File: src/rtl/pwr_wake_pkg.sv
package pwr_wake_pkg;
    localparam int SRC_N    = 4;
    localparam int SRC_USB  = 0;
    localparam int SRC_CHG  = 1;
    localparam int SRC_BTN  = 2;
    localparam int SRC_BAT  = 3;
    localparam int ACK_BIT  = 4;
    localparam int DATA_W   = 8;
    localparam int STAT_W   = 5;

    typedef enum logic [1:0] {
        ST_IDLE = 2'd0,
        ST_WAIT = 2'd1,
        ST_ON   = 2'd2
    } pw_state_e;
endpackage

File: src/rtl/pwr_wake_sync.sv
module pwr_wake_sync #(
    parameter int W = 1
) (
    input  logic         clk,
    input  logic         rst_n,
    input  logic [W-1:0] din,
    output logic [W-1:0] dout
);
    logic [W-1:0] meta_q;
    logic [W-1:0] sync_q;

    always_ff @(posedge clk or negedge rst_n) begin
        if (!rst_n) begin
            meta_q <= '0;
            sync_q <= '0;
        end else begin
            meta_q <= din;
            sync_q <= meta_q;
        end
    end

    assign dout = sync_q;
endmodule

File: src/rtl/pwr_wake_filter.sv
module pwr_wake_filter #(
    parameter int HOLD_TICKS = 32
) (
    input  logic clk,
    input  logic rst_n,
    input  logic tick,
    input  logic din,
    output logic level,
    output logic rise
);
    localparam int CW = $clog2(HOLD_TICKS + 1);

    typedef struct packed {
        logic          level;
        logic          rise;
        logic [CW-1:0] cnt;
    } filt_s;

    filt_s flt_d, flt_q;

    always_comb begin
        flt_d      = flt_q;
        flt_d.rise = 1'b0;
        if (din == flt_q.level) begin
            flt_d.cnt = '0;
        end else if (tick) begin
            if (flt_q.cnt == CW'(HOLD_TICKS - 1)) begin
                flt_d.level = din;
                flt_d.cnt   = '0;
                flt_d.rise  = din;
            end else begin
                flt_d.cnt = flt_q.cnt + 1'b1;
            end
        end
    end

    always_ff @(posedge clk or negedge rst_n) begin
        if (!rst_n) flt_q <= '0;
        else        flt_q <= flt_d;
    end

    assign level = flt_q.level;
    assign rise  = flt_q.rise;
endmodule

File: src/rtl/pwr_wake_fsm.sv
module pwr_wake_fsm
    import pwr_wake_pkg::*;
#(
    parameter int ACK_TICKS = 128
) (
    input  logic              clk,
    input  logic              rst_n,
    input  logic              tick,
    input  logic [SRC_N-1:0]  src_level,
    input  logic [SRC_N-1:0]  src_rise,
    input  logic              bat_low,
    input  logic              ack_pin,
    input  logic              wr_hit,
    input  logic              wr_ack,
    output logic              seq_start,
    output logic              pwr_en,
    output logic [STAT_W-1:0] status
);
    localparam int AW = $clog2(ACK_TICKS + 1);

    typedef struct packed {
        pw_state_e        state;
        logic [SRC_N-1:0] arm;
        logic [SRC_N-1:0] flags;
        logic [AW-1:0]    cnt;
        logic             seq;
    } ctl_s;

    ctl_s ctl_d, ctl_q;
    logic [SRC_N-1:0] elig;
    logic [SRC_N-1:0] wake;

    always_comb begin
        elig          = '1;
        elig[SRC_USB] = ~bat_low;
        wake          = ctl_q.arm & elig;

        ctl_d     = ctl_q;
        ctl_d.seq = 1'b0;
        unique case (ctl_q.state)
            ST_IDLE: begin
                ctl_d.arm = (ctl_q.arm | src_rise) & src_level;
                if (|wake) begin
                    ctl_d.state = ST_WAIT;
                    ctl_d.flags = wake;
                    ctl_d.cnt   = '0;
                    ctl_d.seq   = 1'b1;
                    ctl_d.arm   = '0;
                end
            end
            ST_WAIT: begin
                ctl_d.arm = '0;
                if (ack_pin || (wr_hit && wr_ack)) begin
                    ctl_d.state = ST_ON;
                end else if (wr_hit) begin
                    ctl_d.state = ST_IDLE;
                    ctl_d.flags = '0;
                end else if (tick) begin
                    if (ctl_q.cnt == AW'(ACK_TICKS - 1)) begin
                        ctl_d.state = ST_IDLE;
                        ctl_d.flags = '0;
                        ctl_d.cnt   = '0;
                    end else begin
                        ctl_d.cnt = ctl_q.cnt + 1'b1;
                    end
                end
            end
            ST_ON: begin
                ctl_d.arm = '0;
                if (wr_hit && !wr_ack) begin
                    ctl_d.state = ST_IDLE;
                    ctl_d.flags = '0;
                end
            end
            default: begin
                ctl_d.state = ST_IDLE;
                ctl_d.flags = '0;
                ctl_d.arm   = '0;
            end
        endcase
    end

    always_ff @(posedge clk or negedge rst_n) begin
        if (!rst_n) ctl_q <= '{state: ST_IDLE, default: '0};
        else        ctl_q <= ctl_d;
    end

    assign seq_start = ctl_q.seq;
    assign pwr_en    = (ctl_q.state != ST_IDLE);
    assign status    = {(ctl_q.state == ST_ON), ctl_q.flags};
endmodule

File: src/rtl/pwr_wake_ctrl.sv
module pwr_wake_ctrl
    import pwr_wake_pkg::*;
#(
    parameter int                DEGLITCH_TICKS = 32,
    parameter int                ACK_TICKS      = 128,
    parameter int                ADDR_W         = 4,
    parameter logic [ADDR_W-1:0] STATUS_ADDR    = '0
) (
    input  logic              clk,
    input  logic              rst_n,
    input  logic              tick_ms,
    input  logic [3:0]        wake_raw,
    input  logic              bat_low_raw,
    input  logic              ack_pin_raw,
    input  logic [ADDR_W-1:0] reg_addr,
    input  logic              reg_wr_en,
    input  logic [7:0]        reg_wdata,
    output logic [7:0]        reg_rdata,
    output logic              seq_start,
    output logic              pwr_en
);
    localparam int SYNC_W = SRC_N + 2;

    logic [SYNC_W-1:0] sync_out;
    logic [SRC_N-1:0]  src_level;
    logic [SRC_N-1:0]  src_rise;
    logic [STAT_W-1:0] status_w;
    logic              addr_hit;
    logic              unused_wdata;

    pwr_wake_sync #(.W(SYNC_W)) u_sync (
        .clk   (clk),
        .rst_n (rst_n),
        .din   ({ack_pin_raw, bat_low_raw, wake_raw}),
        .dout  (sync_out)
    );

    for (genvar g = 0; g < SRC_N; g++) begin : g_filt
        pwr_wake_filter #(.HOLD_TICKS(DEGLITCH_TICKS)) u_filt (
            .clk   (clk),
            .rst_n (rst_n),
            .tick  (tick_ms),
            .din   (sync_out[g]),
            .level (src_level[g]),
            .rise  (src_rise[g])
        );
    end

    assign addr_hit     = (reg_addr == STATUS_ADDR);
    assign unused_wdata = ^{reg_wdata[7:ACK_BIT+1], reg_wdata[ACK_BIT-1:0]};

    pwr_wake_fsm #(.ACK_TICKS(ACK_TICKS)) u_fsm (
        .clk       (clk),
        .rst_n     (rst_n),
        .tick      (tick_ms),
        .src_level (src_level),
        .src_rise  (src_rise),
        .bat_low   (sync_out[SRC_N]),
        .ack_pin   (sync_out[SRC_N+1]),
        .wr_hit    (reg_wr_en && addr_hit),
        .wr_ack    (reg_wdata[ACK_BIT]),
        .seq_start (seq_start),
        .pwr_en    (pwr_en),
        .status    (status_w)
    );

    always_comb begin
        reg_rdata = '0;
        if (addr_hit) reg_rdata[STAT_W-1:0] = status_w;
    end
endmodule

File: config.mk
export PLATFORM = sky130hd
export DESIGN_NAME = pwr_wake_ctrl
export DESIGN_NICKNAME = d
export VERILOG_FILES = /design/src/rtl/pwr_wake_pkg.sv /design/src/rtl/pwr_wake_sync.sv /design/src/rtl/pwr_wake_filter.sv /design/src/rtl/pwr_wake_fsm.sv /design/src/rtl/pwr_wake_ctrl.sv
export SDC_FILE = /design/constraint.sdc
export NUM_CORES = 1
export LEC_CHECK = 0
export ABC_AREA = 0
export CELL_PAD_IN_SITES_DETAIL_PLACEMENT = 1
export CELL_PAD_IN_SITES_GLOBAL_PLACEMENT = 2
export CORE_ASPECT_RATIO = 1.5
export CORE_MARGIN = 4
export CORE_UTILIZATION = 39
export DETAILED_ROUTE_END_ITERATION = 7
export PLACE_DENSITY = 0.82
export SYNTH_ARGS = -nofsm -noshare
export SYNTH_HDL_FRONTEND = slang
export SYNTH_HIERARCHICAL = 1
export SYNTH_SLANG_ARGS = --single-unit
File: constraint.sdc
create_clock -name clk -period 2.9 [get_ports clk]
set_input_delay 0.29 -clock clk [delete_from_list [all_inputs] [get_ports clk]]
set_output_delay 0.29 -clock clk [all_outputs]
set_load 0.01 [all_outputs]
Yosys cells after proc, flatten, opt, wreduce, memory -nomap -nowiden. Index checks and enable logic that the tools add are counted.

Register bits: 63. Output and inout port bits: 10. Word-level logic and storage cells: 110.

Add/sub/neg operators: 5. Equality and inequality tests: 20. Multiplexer cells: 37. Bitwise operators: 8. Reductions and logical operators: 21.

Operators with widths (number): two-way mux 6 bit (8); one-hot mux 10 bit (3 select lines) (1); two-way mux 7 bit (4); adder 6 x 1 -> 6 bit (second input constant) (4); equality test 6 x 5 -> 1 bit (second input constant) (4); two-way mux 12 bit (2); two-way mux 19 bit (1); two-way mux 8 bit (2); one-hot mux 8 bit (2 select lines) (1); two-way mux 4 bit (3); AND reduction 3 bit (4); nonzero test 2 bit (6); two-way mux 2 bit (5); AND reduction 5 bit (2); two-way mux 1 bit (9); adder 8 x 1 -> 8 bit (second input constant) (1); bitwise AND 4 bit (2); equality test 8 x 7 -> 1 bit (second input constant) (1); inequality test 2 bit (second input constant) (3); two-way mux 5 bit (1); NOT 1 bit (5); equality test 1 bit (4); logical NOT 4 bit (1); inequality test 2 x 1 -> 1 bit (second input constant) (2); other kinds (13) (15).

Longest topological paths before layout. Gate-level depths: netlist of run 1.

Depth after elaboration: 6. Mapped depth: 7. Mapped depth without buffers: 6.

Modules after synthesis. Netlist of run 1, hierarchy kept.

By module, submodules not included: pwr_wake_filter (instances 4, cells an instance 37, area an instance 396.6 um^2); pwr_wake_fsm (instances 1, cells an instance 99, area an instance 934.6 um^2); pwr_wake_sync (instances 1, cells an instance 12, area an instance 300.3 um^2); pwr_wake_ctrl (instances 1, cells an instance 11, area an instance 76.3 um^2).

Worst setup path before layout of run 1. No wires, ideal clock.

Path type: input port to flip-flop. Start: in reg_addr[0]. End: reg u_fsm/ctl_q[5] (netlist name). Arrival time: 1829 ps. Required time: 2823 ps. Path slack: 993 ps. Stages: 7. Path buffers: 1. Path through: nor4_2 and2_1 or3b_4 a221o_1 buf_6 or3_1 a21oi_1.

Word-level cells in the longest chain between the ends: 6.

Ends and longest elaborated chain: start: declaration (RTL line pwr_wake_ctrl.sv:15) `input logic [ADDR_W-1:0] reg_addr,`; logical NOT 4 bit (*) (RTL line pwr_wake_ctrl.sv:49) `assign addr_hit = (reg_addr == STATUS_ADDR);`; logical AND 1 bit (*) (RTL line pwr_wake_ctrl.sv:60) `.wr_hit (reg_wr_en && addr_hit),`; logical AND 1 bit (RTL line pwr_wake_fsm.sv:53) `if (ack_pin || (wr_hit && wr_ack)) begin`; logical OR 1 bit (RTL line pwr_wake_fsm.sv:53); inequality test 2 bit (no line); AND reduction 5 bit (no line) (*); end signal: assignment (RTL line pwr_wake_fsm.sv:85) `else ctl_q <= ctl_d;`; end: declaration (RTL line pwr_wake_fsm.sv:29) `ctl_s ctl_d, ctl_q;`.

Every way passes the cells marked *; elsewhere a longest branch is shown, timed or not. A chain may end at the register's enable or synchronous reset.

Final worst setup path of run 1.
Start: in reg_addr[1]. End: reg u_fsm/ctl_q[7] (netlist name).

Same word-level chain as after synthesis.

==> results of run 1 <==
cell families after synthesis:
kind of cell	Yosys count
other cells	1
fa+ha+maj	5
simple gates	101
compound gates	53
mux	8
flops	63
xor+xnor	12
buf+inv	27
metal layers:
metal	wire length [µm]	share of wire [%]	global-route usage, %	vias up
met5	0	0	0	-
met4	122	2.0	7.35	0
met3	133	2.2	3.55	11
met2	3290	55	28.2	17
met1	2460	41	16.3	1055
li1	-	-	-	1005
timing repair:
item | CTS | global route
hold buffers | 1 | 0
endpoints found under the hold margin | 22 | 0
endpoints found under the setup margin | 0 | 0
synthesized netlist by cell type (all sizes together):
cell     count
or4          5
or3b         5
a221o        1
o31a         1
o31ai        1
o311ai       9
nand2       14
buf          8
mux2i        4
clkbuf       4
a21oi       15
nor4         4
o32ai        1
nand4        5
and2         6
nor2b        1
a22o         3
or3          3
nor2        19
o2bb2ai      1
dfrtp       63
xnor2        4
o21ai       14
or2b         5
o41ai        1
inv         15
xor2         8
conb         1
a31oi        4
nand2b       6
and3         1
nor3         5
ha           5
and3b        4
nand3       18
mux2         4
o22ai        2
registers in the layout (all words and copies together), names as in the netlist:
signal               count
u_sync/meta_q            6
g_filt.u_filt/rise       4
u_fsm/ctl_q             14
u_fsm/seq_start          1
u_sync/dout              6
u_fsm/status             4
g_filt.u_filt/level      4
g_filt.u_filt/flt_q     24
power by group:
group | switching (µW) | internal, µW
registers | 30.5 | 909
logic | 70.2 | 53.1
clock network | 330 | 435
total | 431 | 1400
stage by stage:
step | power, µW | hold slack [ps]
6_report | 1830 | 351
4_1_cts | 1850 | 351
2_1_floorplan | 1020 | -5.59
3_5_place_dp | 1080 | 322
3_3_place_gp | 1080 | 317
5_1_grt | 1910 | 358
area by class of cell:
cell class | count | area [µm²] | share of cell area (%)
well taps | 100 | 125 | 3.70
clock buffers | 11 | 151 | 4.48
clock inverters | 4 | 45.0 | 1.33
flip-flops and latches | 63 | 1580 | 46.6
repair buffers | 25 | 238 | 7.03
inverters | 15 | 56.3 | 1.67
multi-input cells | 182 | 1190 | 35.2
path summary, 6_finish.rpt:
path                       cells past startpoint        startpoint  slack [ps]                         to
max                                            7       reg_addr[1]         620             u_fsm/ctl_q[7]
max reg2reg                                    4    u_sync/dout[5]         910             u_fsm/ctl_q[7]
min in group asynchronous                      2             rst_n         470  g_filt[0].u_filt/flt_q[0]
min                                            0  u_sync/meta_q[1]         350             u_sync/dout[1]
max in group asynchronous                      3             rst_n        1640            u_fsm/ctl_q[13]
min reg2reg                                    0  u_sync/meta_q[1]         350             u_sync/dout[1]
==> out/qor.txt, run 1 <==
Static Leakage = 0.00143 µW
Clock Skew = 7.00 ps
Delay-heaviest family, CP = simple AND/OR/NAND/NOR gates
Synth-to-Final Area Change = 16.7%
Crit path required time = 3160 ps
ANT cells = 0
Final Core Density = 46.8%
Worst-Margin Slew = 606 ps
CTS buffer count = 9
Hold Path Class = reg -> reg
Crit path max fanout = 12
Post-route ant nets = 0
Post-cts resize count = 0
Run status = finished clean
Initial Util = 40.1%
Synth top area share = 54.4%
Share of layout cells above drive strength 1 = 9.67%
Row count = 38
Core area = 7230 µm²
Setup-failing EPs final = 0
Number of global-route vias before repair = 2328
Largest family of logic cells by synthesized area = simple AND/OR/NAND/NOR gates
Final Cycle Share = 78.5%
Critical Path AT = 2540 ps
Longest Clk Path Bufs = 2
Die Ht = 114 µm
RSZ-0062 raised after global routing = no
XOR/XNOR share of the synthesized area = 3.63%
FMAX = 439 MHz
Clock Latency Late Sink = 340 ps
TritonCTS Sinks = 63
Synthesized flop and latch total = 63
Post-Synth Simple-Gate Area = 20.2%
Fin. Hold Viols = 0
Critical-path top delay cell = a221o_1
GR Util All Layers = 15.3%
Commonest cells after routing, fill and taps aside = dfrtp_1, clkdlybuf4s50_1, nor2_1, inv_1, a21oi_1
Sequential element share of the synthesized area = 54.4%
Placed insts = 384
Peak VDD IR = 0.000256 V
DRT Wirelength = 6010 µm
Worst setup path class = in -> reg
Cell Area, Placed = 3170 µm²
Crit path capture type = flop
Final WS setup = 624 ps
Pre-antenna DRT Iters = 4
Top cells by area, synth = dfrtp_1, o311ai_0, a21oi_1
Synth Warn # = 6
Pre-CTS worst setup slack = 246 ps
Max Cap Viol = 0
IO Count = 32
Post-synthesis mux area share = 2.94%
Die width = 78.4 µm
Commonest non-fill, non-tap cell in the layout = dfrtp_1
CP cell instances = clkdlybuf4s50_1, nor4_2, and2_1, or3b_4, a221o_1, or4_1, a21oi_1
Design area = 3380 µm²
First-pass GRT wire length = 10600 µm
Root buf cell = clkbuf_8
Cell Pwr Density = 540 nW/µm²
Worst path max stage delay = 500 ps
First-iteration detailed-routing DRC count = 36
Initial antenna violation count = 0
Hpwl dp = 4280 µm
Largest net degree at the start of global routing = 34
Post-layout min period = 2280 ps
Compound-Gate Fraction of Synth Area = 11.7%
Setup TNS = 0 ps
Max-slew violations = 0
# port buffers = 21
Final Instance Count excl. Fillers = 400
Area leader, netlist = dfrtp_1
TritonCTS clock tree = done
Routability Congestion = 0.742
Unique masters post-synth = 41
DR vias/cell = 5.22
CP startpoint kind = primary input
Post-Syn Area = 2900 µm²
Worst Path Buf+Inv = 1
Die area = 8900 µm²
Slew margin rel. = 59.3%
Syn avg cell area = 10.7 µm²
Filler cell count = 830
Adder-Cell Fraction of Synth Area = 2.16%
Wire per inst = 15.0 µm
Synth Instances = 270
Via count = 2088
Gr ovfl total = 0
Remaining DRCs = 0
Worst-path clk slew = 70 ps
Post-CTS Setup Inserts = 0
Layout net count = 323
H-tree depth = 3
No activity file was read; power rests on OpenSTA's default activity.
==> run 2, diff against run 1 <==
Settings changed: CORE_UTILIZATION 39 to 36, PLACE_DENSITY 0.82 to 0.77.
Clock period 2.9 ns to 2.1 ns, I/O delays scaled along.
==> out/qor.txt, run 2 (synthesis results as in run 1) <==
Crit path required time = 2340 ps (-820 ps)
Cell Area, Placed = 3230 µm² (+1.9%)
TritonCTS Sinks = 63 (unchanged)
Die area = 9580 µm² (+7.6%)
DRT Wirelength = 5980 µm (-0.47%)
Initial Util = 37.6% (-2.5 points)
Commonest non-fill, non-tap cell in the layout = dfrtp_1
Max-slew violations = 0 (unchanged)
Setup TNS = 0 ps (unchanged)
Tot Pwr = 2900 µW (+59%)
Share of layout cells above drive strength 1 = 12.1% (+2.4 points)
FMAX = 505 MHz
Worst setup path class = in -> reg
CTS buffer count = 9 (unchanged)
TritonCTS clock tree = done
Critical Path Source = reg_addr[0]
Static Leakage = 0.00151 µW (+5.2%)
FF-to-FF path depth = 4 (unchanged)
ANT cells = 0 (unchanged)
Post-CTS Setup Inserts = 0 (unchanged)
Worst path max stage delay = 480 ps (-20 ps)
Root buf cell = clkbuf_16
RSZ-0062 raised after global routing = no
Placed insts = 392 (+2.1%)
Pre-antenna DRT Iters = 4 (unchanged)
Hold Path Class = in -> reg
Max FFs per register = 24 (unchanged)
Run status = finished clean
First-pass GRT wire length = 10600 µm (-0.19%)
Gr ovfl total = 0 (unchanged)
Fin. Hold Viols = 0 (unchanged)
Largest net degree at the start of global routing = 64 (+88%)
Commonest cells after routing, fill and taps aside = dfrtp_1, clkdlybuf4s50_1, nor2_1, inv_1, a21oi_1
CP startpoint kind = primary input
Critical-path top delay cell = clkdlybuf4s50_1
First-iteration detailed-routing DRC count = 90 (+150%)
GR Util All Layers = 14.4% (-0.97 points)
Layout net count = 329 (+1.9%)
Clock Latency Late Sink = 320 ps (-20 ps)
Hpwl dp = 4190 µm (-2.1%)
Largest registers = g_filt.u_filt/flt_q: 24 flops, u_fsm/ctl_q: 14 flops
Die Ht = 118 µm (+3.8%)
Slew margin rel. = 59.7% (+0.35 points)
DR vias/cell = 5.13 (-1.7%)
Post-route ant nets = 0 (unchanged)
Design area = 3550 µm² (+5.1%)
Row count = 39 (+2.6%)
Worst-path clk slew = 50 ps (-20 ps)
Largest Register = g_filt.u_filt/flt_q
Via count = 2099 (+0.53%)
Routability Congestion = 0.762 (+2.6%)
Worst-Margin Slew = 600 ps (-5.24 ps)
H-tree depth = 3 (unchanged)
Clock Skew = 8.20 ps (+1.21 ps)
Critical Path AT = 2220 ps (-320 ps)
Hold Slack = 330 ps (-21.4 ps)
# port buffers = 21 (unchanged)
R2R setup slack = 300 ps (-610 ps)
Synth-to-Final Area Change = 22.6%
IO Count = 32 (unchanged)
Final Cycle Share = 94.3%
Peak VDD IR = 0.000411 V (+61%)
Core area = 7710 µm² (+6.7%)
Setup-failing EPs final = 0 (unchanged)
Cell Pwr Density = 817 nW/µm² (+51%)
Remaining DRCs = 0 (unchanged)
Longest Clk Path Bufs = 2 (unchanged)
Initial antenna violation count = 0 (unchanged)
Wire per inst = 14.6 µm (-2.7%)
Die width = 81.3 µm (+3.7%)
Crit path to = u_fsm/ctl_q[7]
R2R Path Start = u_sync/dout[5]
Crit Reg-Reg Endpoint = u_fsm/ctl_q[7]
Crit path max fanout = 5 (-7)
Final Instance Count excl. Fillers = 409 (+2.3%)
Number of global-route vias before repair = 2263 (-2.8%)
Crit path capture type = flop
CP cell instances = clkdlybuf4s50_1, nor4_2, and2_4, or3b_4, a221o_1, or4_1, a21oi_1
Post-layout min period = 1980 ps
Max Cap Viol = 0 (unchanged)
## run 2: how the worst min path moves through the flow
stage | from | endpoint | slack [ps] | cells after the start
global route | wake_raw[1] | u_sync/meta_q[1] | 320 | 1
floorplan | rst_n | g_filt[0].u_filt/flt_q[0] | -90 | 0
detailed placement | rst_n | g_filt[0].u_filt/flt_q[3] | 250 | 2
global placement | rst_n | g_filt[0].u_filt/flt_q[3] | 250 | 2
finish | wake_raw[1] | u_sync/meta_q[1] | 330 | 1
CTS | wake_raw[1] | u_sync/meta_q[1] | 320 | 1
## run 2: where the power goes
part / switching, µW / internal [µW]
logic: 99.7 / 80.7
registers: 41.7 / 1260
clock network: 480 / 943
total: 621 / 2280
## run 2: metal layers
layer	GRT usage [%]	vias to the layer above	share of wire, %
li1	-	1023	-
met4	6.34	0	1.8
met3	3.22	7	2.4
met2	24.3	18	54
met5	0	-	0
met1	17.0	1051	42
## run 2: final cells by class
class	count	area, µm²
clock buffers	12	246
clock inverters	4	45.0
fillers	876	4160
inverters	15	56.3
multi-input cells	182	1200
flip-flops and latches	63	1580
well taps	102	128
repair buffers	31	295
## run 2: repair_timing
action,4_1_cts,5_1_grt
hold buffers,1,0
hold endpoints to repair,63,0
resized for setup,0,3
setup endpoints to repair,0,4
## run 2: worst max-delay path, delay by kind of cell
family / cells / cell delay, ps
simple gates: 4 / 1020
buf+inv: 1 / 480
compound gates: 2 / 500
## run 2: per-stage QoR
stage | util, % | setup slack [ps]
after floorplan | - | 273
after global placement | 42.0 | -234
after detailed placement | 42.0 | -285
after CTS | 45.9 | 50.3
after global routing | 46.1 | 4.44
final | 46.1 | 120
